File: config.mk
export PLATFORM = sky130hd
export DESIGN_NAME = scc_irq_ctrl
export DESIGN_NICKNAME = d
export VERILOG_FILES = /design/src/rtl/scc_irq_pkg.sv /design/src/rtl/irq_pend_flag.sv /design/src/rtl/scc_irq_chan.sv /design/src/rtl/scc_irq_ctrl.sv
export SDC_FILE = /design/constraint.sdc
export NUM_CORES = 1
export LEC_CHECK = 0
export ABC_AREA = 1
export CORE_MARGIN = 4
export CORE_UTILIZATION = 19
export DETAILED_ROUTE_END_ITERATION = 8
export PLACE_DENSITY = 0.82
export SKIP_CTS_REPAIR_TIMING = 1
export SLEW_MARGIN = 20
export SYNTH_ARGS = -nofsm -noshare
export SYNTH_HDL_FRONTEND = slang
export SYNTH_SLANG_ARGS = --single-unit
File: constraint.sdc
create_clock -name clk -period 1.2 [get_ports clk]
set_clock_uncertainty 0.15 [all_clocks]
set_input_delay 0.18 -clock clk [delete_from_list [all_inputs] [get_ports clk]]
set_output_delay 0.18 -clock clk [all_outputs]
set_load 0.005 [all_outputs]
File: src/rtl/scc_irq_pkg.sv
package scc_irq_pkg;
  localparam int REG_W      = 8;
  localparam int MIE_BIT    = 0;
  localparam int TXIE_BIT   = 1;
  localparam int RXM_LO     = 3;
  localparam int BRK_EN_BIT = 7;
  localparam int BRK_ST_BIT = 7;

  // Receive interrupts count only for modes 01 and 10
  function automatic logic rx_mode_on(input logic [1:0] mode);
    return (mode == 2'b01) || (mode == 2'b10);
  endfunction

  function automatic logic irq_eval(input logic [REG_W-1:0] en1,
                                    input logic [REG_W-1:0] en15,
                                    input logic [REG_W-1:0] stat,
                                    input logic             rx_p,
                                    input logic             tx_p);
    logic tx_src, rx_src, brk_src;
    tx_src  = en1[TXIE_BIT] && tx_p;
    rx_src  = rx_mode_on(en1[RXM_LO+1:RXM_LO]) && rx_p;
    brk_src = en15[BRK_EN_BIT] && stat[BRK_ST_BIT];
    return en1[MIE_BIT] && (tx_src || rx_src || brk_src);
  endfunction
endpackage

File: src/rtl/irq_pend_flag.sv
module irq_pend_flag (
  input  logic clk,
  input  logic rst_n,
  input  logic clr_all,
  input  logic set_ev,
  input  logic clr_cmd,
  output logic q
);
  always_ff @(posedge clk or negedge rst_n) begin
    if (!rst_n)       q <= 1'b0;
    else if (clr_all) q <= 1'b0;
    else if (set_ev)  q <= 1'b1;
    else if (clr_cmd) q <= 1'b0;
  end

  AST_SET_WINS: assert property (@(posedge clk) disable iff (!rst_n)
    (set_ev && !clr_all) |=> q);
  AST_CLR_CMD: assert property (@(posedge clk) disable iff (!rst_n)
    (clr_cmd && !set_ev) |=> !q);
  AST_CLR_ALL: assert property (@(posedge clk) disable iff (!rst_n)
    clr_all |=> !q);
endmodule

File: src/rtl/scc_irq_chan.sv
module scc_irq_chan
  import scc_irq_pkg::*;
(
  input  logic             clk,
  input  logic             rst_n,
  input  logic             ch_reset,
  input  logic [REG_W-1:0] wr1,
  input  logic [REG_W-1:0] wr15,
  input  logic [REG_W-1:0] rr0,
  input  logic             rx_accept,
  input  logic             tx_write,
  input  logic             rx_int_clr,
  input  logic             tx_int_clr,
  output logic             irq
);
  logic rx_pend, tx_pend, irq_next;

  irq_pend_flag u_rx_flag (
    .clk(clk), .rst_n(rst_n), .clr_all(ch_reset),
    .set_ev(rx_accept), .clr_cmd(rx_int_clr), .q(rx_pend));

  irq_pend_flag u_tx_flag (
    .clk(clk), .rst_n(rst_n), .clr_all(ch_reset),
    .set_ev(tx_write), .clr_cmd(tx_int_clr), .q(tx_pend));

  assign irq_next = irq_eval(wr1, wr15, rr0, rx_pend, tx_pend);

  always_ff @(posedge clk or negedge rst_n) begin
    if (!rst_n)        irq <= 1'b0;
    else if (ch_reset) irq <= 1'b0;
    else               irq <= irq_next;
  end

  AST_NO_MASTER: assert property (@(posedge clk) disable iff (!rst_n)
    !wr1[MIE_BIT] |=> !irq);
  AST_TX_SRC: assert property (@(posedge clk) disable iff (!rst_n)
    (wr1[MIE_BIT] && wr1[TXIE_BIT] && tx_pend && !ch_reset) |=> irq);
  AST_BRK_SRC: assert property (@(posedge clk) disable iff (!rst_n)
    (wr1[MIE_BIT] && wr15[BRK_EN_BIT] && rr0[BRK_ST_BIT] && !ch_reset) |=> irq);
  AST_RESET_DROP: assert property (@(posedge clk) disable iff (!rst_n)
    ch_reset |=> !irq);
endmodule

File: src/rtl/scc_irq_ctrl.sv
module scc_irq_ctrl
  import scc_irq_pkg::*;
#(
  parameter int NUM_CH = 2
) (
  input  logic                    clk,
  input  logic                    rst_n,
  input  logic [NUM_CH-1:0]       ch_reset,
  input  logic [NUM_CH*REG_W-1:0] wr1,
  input  logic [NUM_CH*REG_W-1:0] wr15,
  input  logic [NUM_CH*REG_W-1:0] rr0,
  input  logic [NUM_CH-1:0]       rx_accept,
  input  logic [NUM_CH-1:0]       tx_write,
  input  logic [NUM_CH-1:0]       rx_int_clr,
  input  logic [NUM_CH-1:0]       tx_int_clr,
  output logic [NUM_CH-1:0]       ch_irq,
  output logic                    irq_shared
);
  for (genvar c = 0; c < NUM_CH; c++) begin : g_ch
    scc_irq_chan u_chan (
      .clk(clk), .rst_n(rst_n), .ch_reset(ch_reset[c]),
      .wr1(wr1[c*REG_W +: REG_W]),
      .wr15(wr15[c*REG_W +: REG_W]),
      .rr0(rr0[c*REG_W +: REG_W]),
      .rx_accept(rx_accept[c]), .tx_write(tx_write[c]),
      .rx_int_clr(rx_int_clr[c]), .tx_int_clr(tx_int_clr[c]),
      .irq(ch_irq[c]));
  end

  assign irq_shared = |ch_irq;

  AST_SHARED_RESET: assert property (@(posedge clk) disable iff (!rst_n)
    (&ch_reset) |=> !irq_shared);
endmodule

# After elaboration in Yosys (flattened, before gate mapping)
# Cells that the tools add are included.
dict set report totals {
  ff_bits 6
  out_inout_bits 3
  input_bits 60
  wordCells 43
}
dict set report op_classes {
  eq_ne 4
  mux 14
  reduce_logical 19
}
# op n
set op_table {}
lappend op_table {{$mux 1} 14}
lappend op_table {{$reduce_bool 3->1} 4}
lappend op_table {{$logic_and 1x1->1} 8}
lappend op_table {{$logic_or 1x1->1} 6}
lappend op_table {{$eq 2x1->1 const B} 2}
lappend op_table {{$eq 2x2->1 const B} 2}
lappend op_table {{$reduce_or 2->1} 1}

# Depth between registers and ports, before layout
dict set report depth {
  ltp_word 7
  ltp_mapped 4
  mapped_depth_nobuf 4
}

# Hierarchy
# A second synthesis with hierarchy kept.
dict set report unflattened {
  hier_cells 49
  hier_area_um2 354.1
}
# mod cells_per_inst instances area_each_um2
set modules_own_cells {}
lappend modules_own_cells {irq_pend_flag 5 4 45.0}
lappend modules_own_cells {scc_irq_chan 13 2 81.3}
lappend modules_own_cells {scc_irq_ctrl 3 1 11.3}

# Least setup slack after synthesis
# OpenSTA, ideal clock, no wires.
dict set report synth_path {
  path_type {register -> output}
  startpoint {register g_ch[1].u_chan.irq}
  endpoint {output irq_shared}
  path_slack_ns 0.229
  arrival_ns 0.641
  path_stages_with_launch 2
  path_buffers 0
  cell_sequence {dfrtp_1 > or2_2}
}
dict set report synth_via {
  elab_chain_cells 1
}
# element line
set synth_rtl {}
lappend synth_rtl {{start: declaration} scc_irq_chan.sv:14} ;# output logic irq
lappend synth_rtl {{start signal: assignment} scc_irq_chan.sv:31} ;# else irq <= irq_next;
lappend synth_rtl {{$reduce_or 2->1} scc_irq_ctrl.sv:30} ;# assign irq_shared = |ch_irq;
lappend synth_rtl {{end: declaration} scc_irq_ctrl.sv:17} ;# output logic irq_shared
# Every way passes these cells.

# Worst setup path in the final report
# Same ends and word-level chain as after synthesis.

==> impl_summary.log <==
[metrics] status: finished, violations left
[metrics] failing checks: setup timing
[metrics] Sum Neg Setup Slack: -0.0740 ns
[metrics] number of antenna violations at the first check in global routing: 0
[metrics] wire per inst: 8.80 um
[metrics] Seq/Total Area, Yosys: 44.9%
[metrics] via count of the first global-routing pass: just under 300
[metrics] tightest slew margin relative to the limit: between 80 and 90%
[metrics] estimated wirelength of the detail-placed design: 706 um
[metrics] highest fanout seen on the critical path: 2
[metrics] proportion of netlist area held by the largest area contributor: 44.9%
[metrics] setup repair after global routing missed its margin: yes
[metrics] routed vias: around 340
[metrics] ranking of synthesized cells by instance count: sky130_fd_sc_hd__inv_1, sky130_fd_sc_hd__nand2_1, sky130_fd_sc_hd__dfrtp_1
[metrics] number of buffers created by CTS: 3
[metrics] mean area per synthesized cell: approximately 7.4 um^2
[metrics] Buf+Inv Stages, Crit Path: 1
[metrics] CP max stage cell: sky130_fd_sc_hd__dfrtp_1
[metrics] gate count of the mapped netlist: 45
[metrics] cell area after layout: 624 um^2
[metrics] clock root buffer: sky130_fd_sc_hd__clkbuf_4
[metrics] clock net sink count: 6
[metrics] post-layout worst setup margin: -0.0740 ns
[metrics] maximum number of pins on one net before global-route repair: 7
[metrics] number of synthesized flops with an enable pin: 0
[metrics] Final Hold Fails: 0
[metrics] Floorplan Core Area: 1580 um^2
[metrics] pins over their slew limit: 0
[metrics] Crit Path Category: register to primary output
[metrics] Leak: 0.344 nW
[metrics] clock tree from TritonCTS: yes
[metrics] final RePlAce weighted congestion: roughly 0.63
[metrics] total power consumption of the routed design: 536 uW
[metrics] Most used DFF post-synth: sky130_fd_sc_hd__dfrtp_1
[metrics] clock input transition at the sequential cells of the worst setup and hold paths: 0.05 ns
[metrics] top area cells in the synthesized netlist: sky130_fd_sc_hd__dfrtp_1, sky130_fd_sc_hd__inv_1, sky130_fd_sc_hd__nand2_1, sky130_fd_sc_hd__a21oi_1, sky130_fd_sc_hd__nand3_2
[metrics] Startpoint Class: register
[metrics] worst-case vdd ir drop: 0.583 mV
[metrics] reported max-cap violation count: 0
[metrics] Yosys top cell by area: sky130_fd_sc_hd__dfrtp_1
[metrics] overall die height: 49.9 um
[metrics] starting density of the core: 21.2%
[metrics] DRT Pass-1 Iters: 1
[metrics] path type of the worst min-delay path: input pin to async pin
[metrics] post-synthesis cell area: about 330 um^2
[metrics] final hold slack: slightly above 0.02 ns
[metrics] ordered cell list for the critical path: or2_4 -> clkbuf_2
[metrics] buffers added on ports: 26
[metrics] highest clock frequency the design can meet: 785 MHz
[metrics] number of inserted filler cells in the final layout: 169
[metrics] required time of the critical path: 0.87 ns
[metrics] Area growth, synth to finish: 86.9%
[metrics] number of nets with antenna violations after routing: 0
[metrics] top-level I/O count: 63
[metrics] post-synthesis cell type count: 9
[metrics] overall track demand over capacity in global routing: 6.33%
[metrics] H-tree levels: 1
[metrics] maximum buffer depth of the clock tree: 2
[metrics] power per standard cell area: between 800 and 900 nW/um^2
[metrics] synthesis-stage register bit count: 6
[metrics] share of flip-flops with an asynchronous set or reset: 100%
[metrics] total number of nets in the final design: 134
[metrics] vias per cell: 3.81
[metrics] post-detailed-placement cell area: around 600 um^2
[metrics] fraction of layout instances using a drive strength above 1: 12.5%
[metrics] standard-cell row count: 14
[metrics] Syn. warnings: 0
[metrics] endpoint class of the critical path: primary output
[metrics] minimum period implied by the final worst setup slack: between 1 and 1.5 ns
[metrics] Congestion Overflow GR: 0
[metrics] arrival time reported for the critical path endpoint: roughly 0.94 ns
[metrics] count of routing violations after the opening detailed-route iteration: 0
[metrics] Slew @ Worst Pin: 0.256 ns
[metrics] area enclosed by the die boundary: 2490 um^2
[metrics] part of the cycle the worst path needs: 106%
[metrics] diode count: 0
[metrics] number of nets in the synthesized netlist: 105
[metrics] routed wire length: 774 um
[metrics] final setup violating endpoints: 1
[metrics] Clock Latency Late Sink: 0.24 ns
[metrics] die span in x: 49.9 um
[metrics] global-route wire length before repair: 1130 um
[metrics] delay of the slowest cell on the worst path: 0.36 ns
[metrics] Layout Utilization: around two fifths
[metrics] CP delay by family, top: flip-flops
[metrics] # DRC: 0
worst register-to-register path, delay by kind of cell, from the launching register on:
family / cells / cell delay [ns]
AOI/OAI and AO/OA: 1 / 0.05
and+or+nand+nor: 2 / 0.11
DFF: 1 / 0.38
buffers and inverters: 1 / 0.06
layout by cell type (no fill, tap or decap):
master,instances
sky130_fd_sc_hd__nand3_2,2
sky130_fd_sc_hd__nand2_1,12
sky130_fd_sc_hd__a21oi_2,2
sky130_fd_sc_hd__inv_1,12
sky130_fd_sc_hd__dfrtp_1,6
sky130_fd_sc_hd__clkdlybuf4s50_1,23
sky130_fd_sc_hd__clkbuf_4,3
sky130_fd_sc_hd__or2_4,1
sky130_fd_sc_hd__clkbuf_2,1
sky130_fd_sc_hd__a21oi_1,4
sky130_fd_sc_hd__dlymetal6s2s_1,2
sky130_fd_sc_hd__nor2_1,4
state kept, by name, indices dropped and copies added (netlist names):
name and flops:
g_ch.u_chan.irq 2, g_ch.u_chan.u_rx_flag.q 2, g_ch.u_chan.u_tx_flag.q 2
path summary, 6_finish.rpt:
path | cells past startpoint | slack [ns] | endpoint | from
worst max-delay path | 2 | -0.07 | irq_shared | g_ch[1].u_chan.irq
max in group asynchronous | 1 | 0.67 | g_ch[0].u_chan.u_rx_flag.q | rst_n
min in group clk | 3 | 0.33 | g_ch[0].u_chan.irq | wr1[0]
worst max register to register | 4 | 0.35 | g_ch[1].u_chan.irq | g_ch[1].u_chan.u_tx_flag.q
worst min register to register | 2 | 0.37 | g_ch[0].u_chan.u_tx_flag.q | g_ch[0].u_chan.u_tx_flag.q
worst min-delay path | 1 | 0.02 | g_ch[0].u_chan.u_tx_flag.q | rst_n
through the flow:
| stage | cells | setup WS (ns) |
|---|---|---|
| CTS | 88 | -0.465 |
| global placement | 85 | -0.198 |
| floorplan | 45 | 0.229 |
| global route | 88 | -0.110 |
| finish | 88 | -0.0740 |
| detailed placement | 85 | -0.204 |
where the power goes:
part,switching (mW),internal (mW),total [mW]
sequential,0.00690,0.215,0.222
clock,0.0723,0.113,0.185
combinational,0.0385,0.0902,0.129
layer usage:
metal / vias to the layer above / global-route usage, % / share of wire, %
li1: 184 / - / -
met1: 140 / 5.45 / 36
met2: 11 / 11.7 / 55
met3: 0 / 5.42 / 9.4
met4: 0 / 0 / 0
met5: - / 0 / 0
final cells by class:
cell class                 instances  area [um^2]  share of cell area [%]
clock buffer                       3         22.5                    3.61
inverter                          12         45.0                    7.21
multi-input combinational         25          126                    20.2
sequential                         6          150                    24.0
tap                               16         20.0                    3.21
timing repair buffer              26          260                    41.7
logic make-up after synthesis:
| family | synth area share, % |
|---|---|
| AO/OA/AOI/OAI | 11.2 |
| buffers and inverters | 18.0 |
| flip-flops | 44.9 |
| AND/OR/NAND/NOR | 25.8 |
No activity file was read; power rests on OpenSTA's default activity.
